==> src/rtl/pdt_pkg.sv <==
package pdt_pkg;

    typedef enum logic [2:0] {
        ST_IDLE,
        ST_WAIT,
        ST_READ,
        ST_WRITE,
        ST_INTR
    } pdt_state_e;

    // bit0 word, bit1 advance source, bit2 advance destination, bit3 continuous
    typedef struct packed {
        logic cont;
        logic inc_dst;
        logic inc_src;
        logic word;
    } pdt_ctl_t;

    localparam logic [1:0] SEL_SRC = 2'd0;
    localparam logic [1:0] SEL_DST = 2'd1;
    localparam logic [1:0] SEL_CNT = 2'd2;
    localparam logic [1:0] SEL_CTL = 2'd3;

endpackage

==> src/rtl/pdt_chan_regs.sv <==
module pdt_chan_regs
    import pdt_pkg::*;
#(
    parameter int NCH = 8,
    parameter int AW  = 16,
    parameter int CW  = 8,
    localparam int CHW = $clog2(NCH)
) (
    input  logic           clk,
    input  logic           rst_n,
    input  logic           cfg_we,
    input  logic [CHW-1:0] cfg_ch,
    input  logic [1:0]     cfg_sel,
    input  logic [AW-1:0]  cfg_wdata,
    input  logic           upd_en,
    input  logic [CHW-1:0] upd_ch,
    output logic [AW-1:0]  src_o [NCH],
    output logic [AW-1:0]  dst_o [NCH],
    output logic [CW-1:0]  cnt_o [NCH],
    output pdt_ctl_t       ctl_o [NCH]
);

    for (genvar g = 0; g < NCH; g++) begin : g_ch
        logic           cfg_hit;
        logic           upd_hit;
        logic [AW-1:0]  step;

        assign cfg_hit = cfg_we && (cfg_ch == CHW'(g));
        assign upd_hit = upd_en && (upd_ch == CHW'(g)) && !cfg_hit;
        assign step    = ctl_o[g].word ? AW'(2) : AW'(1);

        always_ff @(posedge clk or negedge rst_n) begin
            if (!rst_n) begin
                src_o[g] <= '0;
                dst_o[g] <= '0;
                cnt_o[g] <= '0;
                ctl_o[g] <= '0;
            end else if (cfg_hit) begin
                unique case (cfg_sel)
                    SEL_SRC: src_o[g] <= cfg_wdata;
                    SEL_DST: dst_o[g] <= cfg_wdata;
                    SEL_CNT: cnt_o[g] <= cfg_wdata[CW-1:0];
                    SEL_CTL: ctl_o[g] <= pdt_ctl_t'(cfg_wdata[3:0]);
                    default: ;
                endcase
            end else if (upd_hit) begin
                if (ctl_o[g].inc_src) src_o[g] <= src_o[g] + step;
                if (ctl_o[g].inc_dst) dst_o[g] <= dst_o[g] + step;
                if (!ctl_o[g].cont && cnt_o[g] != '0) cnt_o[g] <= cnt_o[g] - 1'b1;
            end
        end

        p_cnt_dec_r7: assert property (@(posedge clk) disable iff (!rst_n)
            (upd_hit && !ctl_o[g].cont && cnt_o[g] != '0) |=> cnt_o[g] == $past(cnt_o[g]) - 1'b1);

        p_cnt_hold_r8: assert property (@(posedge clk) disable iff (!rst_n)
            (upd_hit && ctl_o[g].cont) |=> $stable(cnt_o[g]));

        p_src_step_r5: assert property (@(posedge clk) disable iff (!rst_n)
            (upd_hit && ctl_o[g].inc_src) |=>
            src_o[g] == $past(src_o[g]) + ($past(ctl_o[g].word) ? AW'(2) : AW'(1)));

        p_dst_step_r6: assert property (@(posedge clk) disable iff (!rst_n)
            (upd_hit && ctl_o[g].inc_dst) |=>
            dst_o[g] == $past(dst_o[g]) + ($past(ctl_o[g].word) ? AW'(2) : AW'(1)));
    end

endmodule

==> src/rtl/pdt_pick.sv <==
module pdt_pick #(
    parameter int N = 8,
    localparam int IW = $clog2(N)
) (
    input  logic [N-1:0]  pend_i,
    output logic          vld_o,
    output logic [IW-1:0] idx_o
);

    always_comb begin
        vld_o = 1'b0;
        idx_o = '0;
        for (int i = N - 1; i >= 0; i--) begin
            if (pend_i[i]) begin
                vld_o = 1'b1;
                idx_o = IW'(i);
            end
        end
    end

endmodule

==> src/rtl/pdt_engine.sv <==
module pdt_engine
    import pdt_pkg::*;
#(
    parameter int NCH = 8,
    parameter int AW  = 16,
    parameter int DW  = 16,
    parameter int CW  = 8,
    localparam int CHW = $clog2(NCH)
) (
    input  logic           clk,
    input  logic           rst_n,
    input  logic           cfg_we,
    input  logic [CHW-1:0] cfg_ch,
    input  logic [1:0]     cfg_sel,
    input  logic [AW-1:0]  cfg_wdata,
    input  logic [NCH-1:0] req_i,
    output logic           bus_req_o,
    input  logic           bus_gnt_i,
    output logic [AW-1:0]  mem_addr_o,
    output logic           mem_rd_o,
    output logic           mem_wr_o,
    output logic           mem_byte_o,
    output logic [DW-1:0]  mem_wdata_o,
    input  logic [DW-1:0]  mem_rdata_i,
    output logic [NCH-1:0] irq_o
);

    pdt_state_e     state, nxt;
    logic [NCH-1:0] pend;
    logic [CHW-1:0] cur;
    logic [DW-1:0]  data_q;
    logic           pick_vld;
    logic [CHW-1:0] pick_idx;
    logic           take;
    logic           upd_en;
    logic           zero_hit;

    logic [AW-1:0]  src [NCH];
    logic [AW-1:0]  dst [NCH];
    logic [CW-1:0]  cnt [NCH];
    pdt_ctl_t       ctl [NCH];

    pdt_chan_regs #(.NCH(NCH), .AW(AW), .CW(CW)) u_regs (
        .clk       (clk),
        .rst_n     (rst_n),
        .cfg_we    (cfg_we),
        .cfg_ch    (cfg_ch),
        .cfg_sel   (cfg_sel),
        .cfg_wdata (cfg_wdata),
        .upd_en    (upd_en),
        .upd_ch    (cur),
        .src_o     (src),
        .dst_o     (dst),
        .cnt_o     (cnt),
        .ctl_o     (ctl)
    );

    pdt_pick #(.N(NCH)) u_pick (
        .pend_i (pend),
        .vld_o  (pick_vld),
        .idx_o  (pick_idx)
    );

    assign zero_hit    = (cnt[pick_idx] == '0) && !ctl[pick_idx].cont;
    assign mem_wdata_o = data_q;

    // state register, pending latches, channel and data capture
    always_ff @(posedge clk or negedge rst_n) begin
        if (!rst_n) begin
            state  <= ST_IDLE;
            pend   <= '0;
            cur    <= '0;
            data_q <= '0;
        end else begin
            state <= nxt;
            pend  <= (pend & ~(take ? (NCH'(1) << pick_idx) : '0)) | req_i;
            if (take) cur <= pick_idx;
            if (state == ST_READ)
                data_q <= ctl[cur].word ? mem_rdata_i : DW'(mem_rdata_i[7:0]);
        end
    end

    // next state and outputs
    always_comb begin
        nxt        = state;
        take       = 1'b0;
        upd_en     = 1'b0;
        bus_req_o  = 1'b0;
        mem_rd_o   = 1'b0;
        mem_wr_o   = 1'b0;
        mem_byte_o = 1'b0;
        mem_addr_o = '0;
        irq_o      = '0;
        unique case (state)
            ST_IDLE: begin
                if (pick_vld) begin
                    take = 1'b1;
                    nxt  = zero_hit ? ST_INTR : ST_WAIT;
                end
            end
            ST_WAIT: begin
                bus_req_o = 1'b1;
                if (bus_gnt_i) nxt = ST_READ;
            end
            ST_READ: begin
                bus_req_o  = 1'b1;
                mem_rd_o   = 1'b1;
                mem_byte_o = !ctl[cur].word;
                mem_addr_o = src[cur];
                nxt        = ST_WRITE;
            end
            ST_WRITE: begin
                bus_req_o  = 1'b1;
                mem_wr_o   = 1'b1;
                mem_byte_o = !ctl[cur].word;
                mem_addr_o = dst[cur];
                upd_en     = 1'b1;
                nxt        = ST_IDLE;
            end
            ST_INTR: begin
                irq_o[cur] = 1'b1;
                nxt        = ST_IDLE;
            end
            default: nxt = ST_IDLE;
        endcase
    end

    p_lowest_first_r2: assert property (@(posedge clk) disable iff (!rst_n)
        pick_vld |-> (pend[pick_idx] && ((pend & ((NCH'(1) << pick_idx) - NCH'(1))) == '0)));

    p_read_after_gnt_r3: assert property (@(posedge clk) disable iff (!rst_n)
        $rose(mem_rd_o) |-> $past(bus_gnt_i) && $past(bus_req_o));

    p_write_follows_r4: assert property (@(posedge clk) disable iff (!rst_n)
        mem_rd_o |=> mem_wr_o && !mem_rd_o);

    p_irq_quiet_bus_r7: assert property (@(posedge clk) disable iff (!rst_n)
        (|irq_o) |-> !bus_req_o && !mem_rd_o && !mem_wr_o);

    p_irq_onehot_r10: assert property (@(posedge clk) disable iff (!rst_n)
        $onehot0(irq_o));

    p_irq_pulse_r10: assert property (@(posedge clk) disable iff (!rst_n)
        (|irq_o) |=> (irq_o == '0));

endmodule

==> config.mk <==
export PLATFORM = sky130hd
export DESIGN_NAME = pdt_engine
export DESIGN_NICKNAME = d
export VERILOG_FILES = /design/src/rtl/pdt_pkg.sv /design/src/rtl/pdt_chan_regs.sv /design/src/rtl/pdt_pick.sv /design/src/rtl/pdt_engine.sv
export SDC_FILE = /design/constraint.sdc
export NUM_CORES = 1
export LEC_CHECK = 0
export ABC_AREA = 1
export BUFFER_PORTS_ARGS = -buffer_cell sky130_fd_sc_hd__buf_2
export CAP_MARGIN = 20
export CORE_MARGIN = 1
export CORE_UTILIZATION = 55
export DETAILED_ROUTE_END_ITERATION = 10
export PLACE_DENSITY = 0.78
export SETUP_SLACK_MARGIN = 0.5
export SYNTH_ARGS = -nofsm -noshare
export SYNTH_HDL_FRONTEND = slang
export SYNTH_SLANG_ARGS = --single-unit
==> constraint.sdc <==
create_clock -name clk -period 2.6 [get_ports clk]
set_input_delay 0.39 -clock clk [delete_from_list [all_inputs] [get_ports clk]]
set_output_delay 0.39 -clock clk [all_outputs]
set_load 0.1 [all_outputs]
==> results by group, run 1 <==
Status
  • Status: finished with violations
  • Violated checks: negative setup slack

Worst setup path
  • Slowest stage delay, CP: 490 ps
  • CP max-delay cell: dfrtp_2
  • CP Cell Sequence: nor2_4 -> buf_4 -> inv_4 -> o22ai_1 -> o311ai_1 -> nand2_2 -> buf_12
  • Critical path type: reg2out
  • Crit path from: cur[0]$_DFFE_PN0P_
  • FF-to-FF path depth: 13
  • Worst Path Arrival: around 2600 ps
  • Startpoint types: register
  • Crit. End Element: output pin
  • Worst Path Required: around 2200 ps
  • Capture point of the worst reg-to-reg path: u_regs.src_o[124]$_DFFE_PN0P_
  • Worst flop-to-flop path startpoint: u_regs.ctl_o[28]$_DFFE_PN0P_
  • R2R Setup Slk: between 300 and 400 ps
  • Worst-path maximum fanout: 11

Global route
  • Global route overflow: 0
  • GRT Overall Usage: between 40% and 50%
  • Pin count of the biggest net entering global routing: between 60 and 70
  • Vias in the first global route: 25.6k
  • First-pass GRT wire length: ~150 mm
  • Initial antenna violation count: 7

Power and ir drop
  • Power per standard cell area: just under 1000 mW/mm²
  • Leak: ~15 nW
  • Peak supply drop: between 1 and 1.5 mV
  • Pwr Total: about 0.032 W

Synthesis
  • Synth area leaders: dfrtp_1, nand2_1, nor2_1, inv_1, o21ai_0
  • Post-synth EDFFs: 0
  • Synth warn: 0
  • Post-synth top area cell: dfrtp_1
  • Predominant post-synthesis flop cell: dfrtp_1
  • Seq/Total Area, Yosys: about 37%
  • Post-synthesis register bit count: around 380
  • Mapped cell area: about 0.026 mm²
  • Syn_nets: approximately 3.7k
  • Async S/R FF share, synth: between 90% and 100%
  • Syn_area_per_cell: ~7 µm²
  • Post-Synthesis Cells: 3632
  • Synth top area share: between 30% and 40%
  • Post-synth cell types: 55

Floorplanning
  • Top-Level Pins: between 90 and 100
  • Die X: between 200 and 250 µm
  • Core ar.: 0.0457 mm²
  • Site row count: 78
  • Die Area: around 0.047 mm²
  • Die Y: roughly 220 µm
  • Starting density of the core: 56.1%

Timing
  • Worst-Margin Slew: about 910 ps
  • Period Utilization, post-route: 113%
  • RSZ-0062 raised after global routing: yes
  • Clock skew: around 24 ps
  • Final Max Slew Viols: 0
  • Fmax: between 300 and 400 MHz
  • Rel. slew slack: 39.4%
  • Hold slack final: between 10 and 15 ps
  • Final hold violations: 0
  • Final worst slack: -337 ps
  • Final setup fails: 17
  • Post-layout min period: 2940 ps

Hold path
  • WHS Endpoint: mem_wdata_o[5]$_DFFE_PN0P_
  • HP Start: mem_rdata_i[5]
  • Worst hold stages: 3
  • Worst Hold Class: in2reg

Finish
  • Final core occ: 73.4%
  • Area Growth Syn to Fin: 30.8%
  • Final nets: 4033
  • Finished Cell Area: roughly 0.034 mm²
  • Fraction of layout cells with a size suffix above 1: about a quarter
  • Finished Layout Cells: about 4.6k
  • Most frequent cells in the layout: nand2_1, inv_1, nor2_1
  • Most common cell after layout, fill and taps aside: nand2_1

Place
  • Port buffer count: between 90 and 100
  • Final GP Congestion: around 1.1
  • Placed Instance Area: roughly 0.028 mm²
  • Dpl hpwl: 74.8 mm
  • Dpl cells: between 4k and 5k

Clock tree
  • Worst-path clk slew: 70 ps
  • Clock Root Buffer: clkbuf_16
  • Clock Path Buffers: 3
  • CTS sink count: about 380
  • Clk_lat worst skew: roughly 600 ps
  • CTS H-tree lvls: 2
  • Number of buffers created by CTS: 46
  • CTS tree: done

Routing
  • Vias per cell: roughly 6.3
  • Final wirelength: 108 mm
  • Starting DRC count in detailed routing: 4170
  • DR vias: 28.8k
  • Drt drc: 0
  • Routed Antenna Nets: 0
  • 1st-pass router iterations: 6
  • Wire per inst: between 20 and 25 µm

Job
  • MaxCap Viol Count: 0
kinds of logic (layout without fill, tap and decap cells):
logic type               after synthesis  in the layout  share of synthesized area, %
AO/OA/AOI/OAI                        830            830                          19.5
AND/OR/NAND/NOR                     1651           1652                          26.9
multiplexers                           1              1                        0.0390
flip-flops                           382            382                          37.3
XOR/XNOR                              94             94                          3.21
adder cells (fa/ha/maj)               64             64                          3.59
buffers and inverters                610            931                          9.42
other                                  0              1                             0
sequential cells by signal, indices dropped and copies added (netlist names):
register / cells
state: 3
u_regs.ctl_o: 32
pend: 8
cur: 3
u_regs.src_o: 128
mem_wdata_o: 16
u_regs.cnt_o: 64
u_regs.dst_o: 128
final cells by class:
cell class	count	area, µm²
Fill cell	3507	12100
Clock buffer	68	1370
Timing Repair inverter	4	32.5
Tap cell	600	751
Sequential cell	382	9570
Clock inverter	14	83.8
Inverter	459	1830
Multi-Input combinational cell	2641	16000
Antenna cell	1	2.50
Timing Repair Buffer	386	3940
cells in the mapped netlist, types with 5 or more instances:
library cell,count
nand2_1,832
nor2_1,434
inv_1,431
dfrtp_1,382
o21ai_0,274
nand3_1,174
a31oi_1,151
a21oi_1,145
nor3_1,102
xor2_1,75
clkbuf_1,72
o22ai_1,69
buf_2,58
nand4_1,52
ha_1,48
o211ai_1,40
a22oi_1,28
inv_2,27
xnor2_1,19
a221oi_1,18
o2111ai_1,17
fa_1,16
o21bai_1,13
o311ai_0,13
nor4_1,11
o21ai_1,11
or2_2,11
buf_4,10
o31ai_1,10
buf_1,9
nand2_2,9
a32oi_1,8
o21ai_2,8
nand3b_1,7
o21a_1,7
a211oi_1,6
nor2_2,5
per-stage QoR:
stage | TNS [ps] | setup WS [ps]
floorplan | 0 | 423
global placement | 0 | 159
detailed placement | 0 | 109
CTS | -2390 | -195
global route | -4220 | -291
finish | -4130 | -337
power breakdown:
group / total (W) / leakage [nW] / switching (W) / internal [W]
logic: 0.0160 / 10.1 / 0.0102 / 0.00584
registers: 0.00995 / 4.50 / 0.00237 / 0.00758
clock network: 0.00639 / 0.722 / 0.00277 / 0.00362
routing by layer:
| metal | vias to the layer above | track usage [%] | routed length, µm |
|---|---|---|---|
| met5 | - | 0 | 54 |
| met1 | 13400 | 56.7 | 39700 |
| met4 | 8 | 28.3 | 8750 |
| met3 | 484 | 10.0 | 13600 |
| li1 | 12800 | - | - |
| met2 | 2065 | 63.9 | 46200 |
how the worst max path moves through the flow:
stage,end,cells past startpoint
2_1_floorplan,u_regs.dst_o[44]$_DFFE_PN0P_,13
3_3_place_gp,mem_addr_o[3],7
3_5_place_dp,mem_addr_o[3],7
4_1_cts,mem_addr_o[2],8
5_1_grt,mem_addr_o[0],8
6_report,mem_addr_o[11],7
timing repair:
item / 4_1_cts / 5_1_grt
gates cloned: 4 / 13
pin swaps: 92 / 186
setup buffers: 70 / 86
hold endpoints to repair: 47 / 0
endpoints found under the setup margin: 194 / 266
hold buffers: 13 / 0
gates resized for setup: 299 / 393
worst max-delay path: cells and delay by family (launching register included):
| kind | cells | cell delay (ps) |
|---|---|---|
| compound gates | 2 | 640 |
| simple gates | 2 | 370 |
| buf+inv | 3 | 430 |
| flops | 1 | 490 |
No activity file was read; power rests on OpenSTA's default activity.
==> run 2: changes to the inputs <==
- ABC_AREA: 1 -> 0
- SLEW_MARGIN: unset -> 20
==> results by group, run 2 <==
Power and ir drop
  • Internal power: 0.0160 W
  • Psw: around 0.012 W
  • Power per standard cell area: 856 mW/mm²
  • Clk network pwr share: 22.1%
  • Pwr Total: ~0.028 W
  • Gate power share: between 40% and 50%
  • Reg power frac: about 34%
  • Peak supply drop: 1.06 mV
  • Leak: 13.0 nW
  • Net Sw Frac: between 40% and 50%

Synthesis
  • Main combinational cell family by area after synthesis: compound AO/OA/AOI/OAI gates
  • Predominant post-synthesis flop cell: dfrtp_1
  • Async S/R FF share, synth: 100%
  • Post-synthesis register bit count: 382
  • Synth top area share: slightly below 40%
  • Synth area leaders: dfrtp_1, a21oi_1, mux4_2, o21ai_0, nor2_1
  • Compound-Gate Fraction of Synth Area: 26.2%
  • Multiplexer share of the synthesized area: under 10%
  • Post-synth top area cell: dfrtp_1
  • Commonest cells in the netlist: a21oi_1, dfrtp_1, nor2_1
  • Syn_nets: 2969
  • Count leader, synth: a21oi_1
  • Post-synthesis xor/xnor area fraction: 0%
  • Synth Area in Adders: ~3.7%
  • Post-synth cell types: 81
  • Synth warn: 0
  • Post-synth EDFFs: 0
  • Seq/Total Area, Yosys: roughly 38%
  • Syn_area_per_cell: 8.69 µm²
  • Simple-Gate Fraction of Synth Area: between 15 and 20%
  • Post-Synthesis Cells: about 2.9k
  • Mapped cell area: roughly 0.025 mm²

Timing
  • Final worst slack: -500 ps
  • Clock skew: between 10 and 15 ps
  • Setup TNS: -6640 ps
  • Fmax: between 300 and 400 MHz
  • Final Max Slew Viols: 0
  • Final hold violations: 0
  • Rel. slew slack: 44.2%
  • RSZ-0062 raised after global routing: yes
  • Worst-Margin Slew: 837 ps
  • Final setup fails: 19
  • Period Utilization, post-route: 119%
  • Post-layout min period: 3100 ps

Place
  • Port buffer count: 92
  • Placed Instance Area: roughly 0.027 mm²
  • Dpl hpwl: about 70 mm
  • Final GP Congestion: 1.03

Clock tree
  • CTS sink count: roughly 380
  • Number of buffers created by CTS: between 40 and 50
  • CTS tree: done
  • Clock Root Buffer: clkbuf_16
  • Clock Path Buffers: 3
  • Worst-path clk slew: ~60 ps
  • CTS H-tree lvls: 2
  • Clk_lat worst skew: between 500 and 600 ps

Routing
  • DR vias: approximately 27k
  • Final wirelength: 106 mm
  • Starting DRC count in detailed routing: approximately 4k
  • Routed Antenna Nets: 0
  • Drt drc: 0
  • 1st-pass router iterations: 6
  • Wire per inst: ~28 µm
  • Vias per cell: between 7 and 8

Floorplanning
  • Core ar.: about 0.044 mm²
  • Starting density of the core: 55.9%
  • Die Area: ~0.046 mm²
  • Die Y: ~210 µm
  • Site row count: 77
  • Die X: about 210 µm
  • Top-Level Pins: 93

Global route
  • Initial antenna violation count: 10
  • Vias in the first global route: 24.1k
  • GRT Overall Usage: ~43%
  • Pin count of the biggest net entering global routing: 69
  • Global route overflow: 0
  • First-pass GRT wire length: between 150 and 200 mm

Finish
  • Largest registers: u_regs.dst_o: 128 flops, u_regs.src_o: 128 flops, u_regs.cnt_o: 64 flops
  • Final nets: 3253
  • Fillers: between 3k and 4k
  • Most common cell after layout, fill and taps aside: dfrtp_1
  • Finished Cell Area: 0.0326 mm²
  • Fraction of layout cells with a size suffix above 1: between 20% and 30%
  • Area Growth Syn to Fin: 31.3%
  • Most frequent cells in the layout: dfrtp_1, a21oi_1, nor2_1

Worst setup path
  • Worst flop-to-flop path startpoint: cur[1]$_DFFE_PN0P_
  • Slowest stage delay, CP: approximately 540 ps
  • CP max-delay cell: mux4_2
  • Critical path type: reg2out
  • Crit path from: cur[0]$_DFFE_PN0P_
  • CP delay by family, top: multiplexers
  • Worst-path maximum fanout: 6
  • CP Cell Sequence: buf_4 -> buf_12 -> mux4_2 -> mux4_2 -> nor2b_4 -> buf_12
  • Worst Path Arrival: 2710 ps
  • Crit. End Element: output pin
  • WP buf/inv: 3
  • Startpoint types: register
  • Worst Path Required: about 2200 ps

Hold path
  • Worst Hold Class: in2reg
  • HP Start: req_i[6]

Job
  • MaxCap Viol Count: 0

Status
  • Violated checks: negative setup slack
  • Status: finished with violations
[run 2: cell count changes after synthesis, moves of 79 or more]
cell / before / now
a31oi_1: 151 / 49
nand2_1: 832 / 239
nand3_1: 174 / 95
inv_1: 431 / 102
a21oi_1: 145 / 399
nor2_1: 434 / 301
[run 2: power groups by stage]
stage	logic, W	registers (W)	clock network, W
after floorplan	0.00656	0.00916	0
after global placement	0.00935	0.00923	0
after detailed placement	0.00964	0.00928	0
after CTS	0.0110	0.00922	0.00616
after global routing	0.0129	0.00953	0.00638
final	0.0122	0.00950	0.00617
[run 2: cell families (layout without fill, tap and decap cells)]
kind of cell | after synthesis | after routing
multiplexers | 125 | 125
AO/OA/AOI/OAI | 1061 | 1065
buffers and inverters | 301 | 610
AND/OR/NAND/NOR | 923 | 924
adder cells (fa/ha/maj) | 64 | 64
other | 0 | 4
flip-flops | 382 | 382
[run 2: timing repair]
| item | in CTS | in global routing |
|---|---|---|
| setup buffers | 97 | 53 |
| cloned | 11 | 12 |
| resized for setup | 371 | 223 |
| hold endpoints to repair | 67 | 0 |
| pin swaps | 99 | 93 |
| setup endpoints to repair | 330 | 320 |
| hold buffers | 11 | 0 |
[run 2: worst register-to-register path, delay by kind of cell (launching register included)]
| family | cells | cell delay [ps] |
|---|---|---|
| flops | 1 | 510 |
| simple gates | 2 | 530 |
| buf+inv | 5 | 700 |
| compound gates | 3 | 670 |
[run 2: layout make-up]
type                            instances  area [µm²]  area share (%)
Antenna cell                            4        10.0          0.0307
Clock buffer                           75        1370            4.20
Clock inverter                          1        7.51          0.0230
Inverter                              103         440            1.35
Multi-Input combinational cell       2178       16100            49.3
Sequential cell                       382        9580            29.4
Tap cell                              592         741            2.27
Timing Repair Buffer                  431        4370            13.4
[run 2: through the flow]
stage          cells  utilization, %  hold slack, ps  worst slack [ps]
6_report        3766            73.4            15.9              -500
5_1_grt         3764            73.4            28.4              -503
4_1_cts         3697            70.0           0.762              -471
3_5_place_dp    3502            61.5             412             -36.9
3_3_place_gp    3502            61.5             412              41.0
2_1_floorplan   2856               -            94.4               247
[run 2: path summary, 6_finish.rpt]
check	to	slack, ps	cells past startpoint
worst max-delay path	mem_addr_o[8]	-500	6
worst min-delay path	pend[6]$_DFF_PN0_	20	2
worst max register to register	u_regs.cnt_o[22]$_DFFE_PN0P_	90	10
worst min register to register	mem_wdata_o[10]$_DFFE_PN0P_	470	2
max in group asynchronous	u_regs.cnt_o[42]$_DFFE_PN0P_	1310	3
min in group asynchronous	u_regs.cnt_o[60]$_DFFE_PN0P_	380	2
[run 2: per-layer routing]
metal	wire, µm	track usage, %	vias up	part of all wire [%]
met5	80	0	-	0.076
met4	6630	21.3	12	6.3
met3	15500	13.6	480	15
met2	44500	62.6	2015	42
met1	38800	59.0	12800	37
li1	-	-	11200	-
